==> config.mk <==
export PLATFORM = sky130hd
export DESIGN_NAME = keypad_event_fifo
export DESIGN_NICKNAME = d
export VERILOG_FILES = /design/src/rtl/kfifo_pkg.sv /design/src/rtl/kfifo_ctrl.sv /design/src/rtl/kfifo_dp.sv /design/src/rtl/keypad_event_fifo.sv
export SDC_FILE = /design/constraint.sdc
export NUM_CORES = 1
export LEC_CHECK = 0
export ABC_CLOCK_PERIOD_IN_PS = 7270
export BUFFER_PORTS_ARGS = -buffer_cell sky130_fd_sc_hd__buf_2
export CAP_MARGIN = 20
export CORE_ASPECT_RATIO = 0.7
export CORE_MARGIN = 2
export CORE_UTILIZATION = 50
export CTS_CLUSTER_DIAMETER = 200
export DETAILED_ROUTE_END_ITERATION = 10
export PLACE_DENSITY = 0.73
export SKIP_CTS_REPAIR_TIMING = 1
export SYNTH_ARGS = -nofsm -noshare
export SYNTH_HDL_FRONTEND = slang
export SYNTH_HIERARCHICAL = 1
export SYNTH_SLANG_ARGS = --single-unit
==> constraint.sdc <==
create_clock -name clk -period 7.27 [get_ports clk]
set_input_delay 0.3635 -clock clk [delete_from_list [all_inputs] [get_ports clk]]
set_output_delay 0.3635 -clock clk [all_outputs]
set_load 0.1 [all_outputs]
==> src/rtl/kfifo_pkg.sv <==
package kfifo_pkg;
  typedef struct packed {
    logic doPush;
    logic doPop;
    logic doClear;
  } fifoStrobes_t;
endpackage

==> src/rtl/kfifo_ctrl.sv <==
module kfifo_ctrl
  import kfifo_pkg::*;
#(
  parameter int DEPTH = 16,
  localparam int LEN_W = $clog2(DEPTH) + 1
) (
  input  logic             clk,
  input  logic             rst,
  input  logic             pushValid,
  input  logic             popReq,
  input  logic             cfgClear,
  input  logic             statusAck,
  input  logic [LEN_W-1:0] len,
  output fifoStrobes_t     str,
  output logic             kpIrq,
  output logic             errStatus,
  output logic             ovfErr
);
  logic frozen, full, ovfHit;

  assign frozen = errStatus & ovfErr;
  assign full   = (len == LEN_W'(DEPTH));
  assign ovfHit = pushValid & ~frozen & full & ~cfgClear;

  assign str.doClear = cfgClear;
  assign str.doPush  = pushValid & ~frozen & ~full & ~cfgClear;
  assign str.doPop   = popReq & (len > LEN_W'(1)) & ~cfgClear;

  always_ff @(posedge clk) begin
    if (rst) begin
      kpIrq     <= 1'b0;
      errStatus <= 1'b0;
      ovfErr    <= 1'b0;
    end else begin
      ovfErr <= ovfErr | ovfHit;
      if (cfgClear) begin
        kpIrq     <= 1'b0;
        errStatus <= 1'b0;
      end else begin
        kpIrq     <= (kpIrq & ~statusAck) | str.doPush;
        errStatus <= (errStatus & ~statusAck) | ovfHit;
      end
    end
  end


  overflow_flag_chk: assert property (@(posedge clk) disable iff (rst)
    (pushValid && full && !frozen && !cfgClear) |=> (ovfErr && errStatus));


  frozen_no_push_chk: assert property (@(posedge clk) disable iff (rst)
    (errStatus && ovfErr) |-> !str.doPush);


  kp_set_chk: assert property (@(posedge clk) disable iff (rst)
    str.doPush |=> kpIrq);


  ovf_sticky_chk: assert property (@(posedge clk) disable iff (rst)
    ovfErr |=> ovfErr);
endmodule

==> src/rtl/kfifo_dp.sv <==
module kfifo_dp
  import kfifo_pkg::*;
#(
  parameter int DEPTH  = 16,
  parameter int CODE_W = 7,
  parameter int OFS_W  = 8,
  localparam int PTR_W = $clog2(DEPTH),
  localparam int LEN_W = PTR_W + 1,
  localparam int BYTE_W = CODE_W + 1
) (
  input  logic              clk,
  input  logic              rst,
  input  fifoStrobes_t      str,
  input  logic [CODE_W-1:0] pushCode,
  input  logic              pushPress,
  input  logic [OFS_W-1:0]  peekOfs,
  output logic [BYTE_W-1:0] popData,
  output logic [BYTE_W-1:0] peekData,
  output logic [LEN_W-1:0]  len
);
  logic [BYTE_W-1:0] mem [DEPTH];
  logic [PTR_W-1:0]  start, wrIdx, rdIdx, peekIdx;
  logic              peekHit;

  assign wrIdx   = start + len[PTR_W-1:0];
  assign rdIdx   = start + PTR_W'(1);
  assign peekIdx = start + peekOfs[PTR_W-1:0];
  assign peekHit = peekOfs < {{(OFS_W-LEN_W){1'b0}}, len};

  assign popData  = (len > LEN_W'(1)) ? mem[rdIdx] : '0;
  assign peekData = peekHit ? mem[peekIdx] : '0;

  always_ff @(posedge clk) begin
    if (str.doPush) mem[wrIdx] <= {pushPress, pushCode};
  end

  always_ff @(posedge clk) begin
    if (rst || str.doClear) begin
      start <= '0;
      len   <= '0;
    end else begin
      if (str.doPop) start <= rdIdx;
      len <= len + LEN_W'(str.doPush) - LEN_W'(str.doPop);
    end
  end


  occ_bound_chk: assert property (@(posedge clk) disable iff (rst)
    len <= LEN_W'(DEPTH));


  push_pop_len_chk: assert property (@(posedge clk) disable iff (rst)
    (str.doPush && str.doPop) |=> (len == $past(len)));


  clear_empty_chk: assert property (@(posedge clk) disable iff (rst)
    str.doClear |=> (len == '0));


  pop_dec_chk: assert property (@(posedge clk) disable iff (rst)
    (str.doPop && !str.doPush && !str.doClear) |=> (len == $past(len) - LEN_W'(1)));
endmodule

==> src/rtl/keypad_event_fifo.sv <==
module keypad_event_fifo
  import kfifo_pkg::*;
#(
  parameter int DEPTH  = 16,
  parameter int CODE_W = 7,
  parameter int OFS_W  = 8,
  localparam int LEN_W = $clog2(DEPTH) + 1
) (
  input  logic              clk,
  input  logic              rst,
  input  logic              pushValid,
  input  logic [CODE_W-1:0] pushCode,
  input  logic              pushPress,
  input  logic              popReq,
  output logic [CODE_W:0]   popData,
  input  logic [OFS_W-1:0]  peekOfs,
  output logic [CODE_W:0]   peekData,
  input  logic              cfgClear,
  input  logic              statusAck,
  output logic [LEN_W-1:0]  fillLevel,
  output logic              kpIrq,
  output logic              errStatus,
  output logic              ovfErr
);
  fifoStrobes_t str;

  kfifo_ctrl #(.DEPTH(DEPTH)) uCtrl (
    .clk(clk), .rst(rst), .pushValid(pushValid), .popReq(popReq),
    .cfgClear(cfgClear), .statusAck(statusAck), .len(fillLevel),
    .str(str), .kpIrq(kpIrq), .errStatus(errStatus), .ovfErr(ovfErr)
  );

  kfifo_dp #(.DEPTH(DEPTH), .CODE_W(CODE_W), .OFS_W(OFS_W)) uDp (
    .clk(clk), .rst(rst), .str(str), .pushCode(pushCode),
    .pushPress(pushPress), .peekOfs(peekOfs), .popData(popData),
    .peekData(peekData), .len(fillLevel)
  );
endmodule

[Yosys cells after proc, flatten, opt, wreduce, memory -nomap -nowiden]
Memories as Yosys holds them, arrays and structs flattened.
Index checks and enable logic that the tools add are counted.
Word-level totals
  flip-flop bits (word level): 12
  input port bits: 22
  output and inout bits: 24
  logic and storage cells: 37
  memories kept: 1
  memory bits (writable): 128
Memory list
  uDp.mem: words 16, width 8, read ports 2, clocked after memory_dff 0, write ports 1, line kfifo_dp.sv:21  | logic [BYTE_W-1:0] mem [DEPTH];
Operators by class
  add/subtract/negate cells: 5
  magnitude comparators: 2
  bitwise operators: 17
  muxes and demuxes: 4
  reductions and logical operators: 2
  equal/unequal tests: 1
Operators by type and width (count)
  $mux W8: 2
  $and A1 B1 Y1: 10
  $add A4 B4 Y4: 2
  $lt A8 B5 Y1: 1
  $add A5 B1 Y5: 1
  $eq A5 B5 Y1 const B: 1
  $gt A5 B1 Y1 const B: 1
  $sub A5 B1 Y5: 1
  $add A4 B1 Y4 const B: 1
  $not A1 Y1: 4
  $or A1 B1 Y1: 3
  $mux W1: 2
  $reduce_or A2 Y1: 1
  $logic_or A1 B1 Y1: 1

[Depth between registers and ports, before layout]
  depth after elaboration: 7
  mapped depth: 10

[By module]
Netlist, hierarchy kept.
Modules (own cells, without submodules)
  kfifo_dp: times used 1, area an instance 7018.0 um2, cells an instance 476, sequential area each 4023.9 um2
  kfifo_ctrl: times used 1, area an instance 167.7 um2, cells an instance 20, sequential area each 60.1 um2

[Least setup slack after synthesis]
No wires, ideal clock.
  path kind: register to output
  start: register uDp.len[1]
  end: output peekData[0]
  cell stages (with the launch flop): 7
  data required time: 6906 ps
  arrival time: 3819 ps
  slack: 3088 ps
  cell sequence: dfxtp_1 -> inv_1 -> ha_1 -> o211ai_1 -> o211ai_1 -> a211o_2 -> o22ai_1
Between the ends
  cells in the longest elaborated chain, start to end: 2
RTL lines
  start, declared: line kfifo_dp.sv:19  | output logic [LEN_W-1:0] len
  start signal, assigned: line kfifo_dp.sv:43  | len <= len + LEN_W'(str.doPush) - LEN_W'(str.doPop);
  $lt A8 B5 Y1: line kfifo_dp.sv:28  | assign peekHit = peekOfs < {{(OFS_W-LEN_W){1'b0}}, len};
  $mux W8: line kfifo_dp.sv:31  | assign peekData = peekHit ? mem[peekIdx] : '0;
  end, declared: line keypad_event_fifo.sv:17  | output logic [CODE_W:0] peekData,
Every way passes these cells.

[Worst setup path after layout]
  start: register uDp.start[1]
  end: output peekData[1]
Between the ends
  cells in the longest elaborated chain, start to end: 3
RTL lines
  start, declared: line kfifo_dp.sv:22  | logic [PTR_W-1:0] start, wrIdx, rdIdx, peekIdx;
  start signal, assigned: line kfifo_dp.sv:42  | if (str.doPop) start <= rdIdx;
  $add A4 B4 Y4: line kfifo_dp.sv:27  | assign peekIdx = start + peekOfs[PTR_W-1:0];
  $mem_v2 Z16 W8
  $mux W8: line kfifo_dp.sv:31
Every way passes these cells.

==> flow_summary_export.csv <==
group,metric,value,unit
drt,wl_per_cell,24.3,µm
sta,setup_viol,0,
floorplan,core-area,14000,µm²
floorplan,start_util,0.515,
worst_setup_path,crit_type,"reg2out",
placement,portBuffers,45,
synth,synth_top_area_frac,0.535,
sta,finalHoldViolCount,0,
clock_network,clk_root_buffer_cell,"clkbuf_16",
pwr,leakage,0.00302,µW
floorplan,rows,36,
sta,min_period,4030,ps
cells_and_area,design_area,8270,µm²
worst_setup_path,regToRegSetupSlack,3890,ps
drt,wirelength,17900,µm
placement,place_hpwl,11500,µm
hold_path,hold_path_end,"uCtrl/ovfErr",
clock_network,path_clk_slew,50,ps
clock_network,htree_levels,4,
global_routing,grt_max_degree,63,
synth,avgSynthCellArea,14.5,µm²
global_routing,grt-ovfl-total,0,
synth,seq_area_frac_synth,0.568,
sta,rsz0062_at_grt,"false",
pwr,power.total,2080,µW
synth,synthesis.area,7190,µm²
cells_and_area,drive_gt1_frac,0.255,
synth,synth_area_leader_cell,"edfxtp_1",
synth,ys_warn_count,6,
drt,ant_nets,0,
placement,place_congestion,0.812,
synth,ys.flop_type,"edfxtp_1",
worst_setup_path,reg2regPathDepth,5,
hold_path,hold_path_startpoint,"rst",
cells_and_area,multi_input_area,3020,µm²
clock_network,cts.sinks,140,
drt,drtIter0Drc,425,
hold_path,hold_path_class,"in2reg",
clock_network,tritoncts,"yes",
synth,synth.distinct_cells,45,
clock_network,cts_buffer_depth,2,
global_routing,grt_usage,0.242,
cells_and_area,area_growth,15.0,%
worst_setup_path,worstPathMaxFanout,38,
global_routing,grt_pass1_vias,4537,
synth,netlist_instances,496,
sta,whs,168,ps
worst_setup_path,reg2reg_from,"uDp/start[0]",
synth,synth_fp_nets,540,
worst_setup_path,r2r-end,"uDp/mem[4][0]",
sta,relSlewSlack,0.250,
synth,yosys-top-cells-count,"edfxtp_1, mux2i_1, nand3_1",
worst_setup_path,start_kind,"register",
global_routing,antenna_found_initial,0,
sta,worst-slew-pin-transition,1120,ps
synth,synth_area_leaders,"edfxtp_1, mux2i_1, mux4_2",
global_routing,grt_pass1_wl,27000,µm
synth,synth_edf_count,128,
sta,fin_crit_sh,0.555,
placement,dpl_cell_area,7640,µm²
job,maxCapViolCount,0,
hold_path,whs_path_depth,2,
synth,synth-seq-cells,140,
status,status,"finished clean",
clock_network,clock_latency,410,ps
floorplan,die_w,147,µm
cells_and_area,nets,580,
drt,viasPerCell,6.37,
cells_and_area,seqCellArea,4080,µm²
drt,vias,4704,
cells_and_area,diodes,0,
sta,finClkSkew,7.72,ps
sta,finalSetupTns,0,ps
synth,synthArstFlopShare,0,
drt,drc,0,
floorplan,io_pins,46,
cells_and_area,fill_cells,1053,
worst_setup_path,end_kind,"output port",
floorplan,die-area,15400,µm²
pwr,ir_drop,151,µV
worst_setup_path,arrival,3670,ps
worst_setup_path,crit_required,6910,ps
sta,slew_violations,0,
pwr,powerDensity,252,nW/µm²
drt,drt_pass1_iterations,5,
floorplan,die_y,104,µm
clock_network,cts_buffers,17,
synth,yosysMostFrequentCell,"edfxtp_1",
sta,fmax,248,MHz
worst max-delay path by stage:
stage	from	endpoint	slack [ps]	cells past startpoint
floorplan	uDp/len[1]	peekData[0]	3090	6
global placement	peekOfs[0]	peekData[1]	3370	8
detailed placement	peekOfs[0]	peekData[3]	3330	8
CTS	uDp/start[1]	peekData[7]	3050	6
global route	uDp/start[1]	peekData[3]	3100	7
finish	uDp/start[1]	peekData[1]	3240	7
stage by stage:
| step | worst slack (ps) | instances | util |
|---|---|---|---|
| detailed placement | 3330 | 705 | 0.547 |
| floorplan | 3090 | 496 | - |
| CTS | 3050 | 736 | 0.589 |
| global route | 3100 | 738 | 0.592 |
| finish | 3240 | 738 | 0.592 |
| global placement | 3370 | 705 | 0.547 |
worst max-delay path, cell delays in order, from the launching register on:
cell     delay, ps
dfxtp_1        440
fa_4          1210
buf_16         320
mux2i_1        110
nand3_1         90
nand4_1        190
o22ai_1        360
buf_2          510
state kept, by name, summed over array words and instances (netlist names):
name,count
uDp/len,5
uCtrl/ovfErr,1
uCtrl/errStatus,1
uDp/start,4
uCtrl/kpIrq,1
uDp/mem,128
kinds of logic after synthesis:
group	after synthesis	synth area share
AO/OA/AOI/OAI	35	0.0310
buffers and inverters	43	0.0266
XOR/XNOR	15	0.0209
multiplexers	112	0.215
adder cells (fa/ha/maj)	22	0.0414
AND/OR/NAND/NOR	129	0.0965
flip-flops	140	0.568
layout by cell type (no fill, tap or decap), types with 2 or more instances in the layout:
cell,netlist,routed
clkbuf_16,0,17
o22ai_1,16,16
inv_1,12,12
nand4_1,17,17
xor2_1,9,8
clkinvlp_4,0,3
nand2b_1,2,2
nor4_1,2,2
nand3b_1,2,2
mux2i_1,78,78
nor3_2,1,17
nor2b_1,2,2
o211ai_1,2,2
nor2_1,10,10
nor3b_1,2,2
nand2_1,4,4
bufinv_16,0,3
xnor2_1,5,4
buf_4,1,5
edfxtp_1,128,128
mux4_2,34,34
clkinv_2,0,3
ha_1,19,18
nand3_1,63,63
o21ai_0,2,2
fa_1,3,2
clkbuf_1,16,3
a21oi_1,8,8
buf_2,12,45
dfxtp_1,12,12
power by group:
group          leakage [µW]  switching, µW  internal, µW
clock network      0.000276            316           536
logic               0.00150            241          87.2
registers           0.00125           9.17           891
cell type report:
| class | count | area share |
|---|---|---|
| clock inverter | 11 | 0.0176 |
| clock buffer | 20 | 0.0528 |
| inverter | 12 | 0.00545 |
| multi-input combinational | 313 | 0.365 |
| sequential | 140 | 0.494 |
| tap | 190 | 0.0288 |
| timing repair buffer | 52 | 0.0365 |
metal layers:
layer / wire, µm / GRT usage / vias up
met4: 476 / 0.0927 / 0
met3: 1620 / 0.0518 / 36
li1: - / - / 2066
met2: 8390 / 0.366 / 253
met1: 7440 / 0.345 / 2349
met5: 0 / 0 / -
No activity file was read; power rests on OpenSTA's default activity.
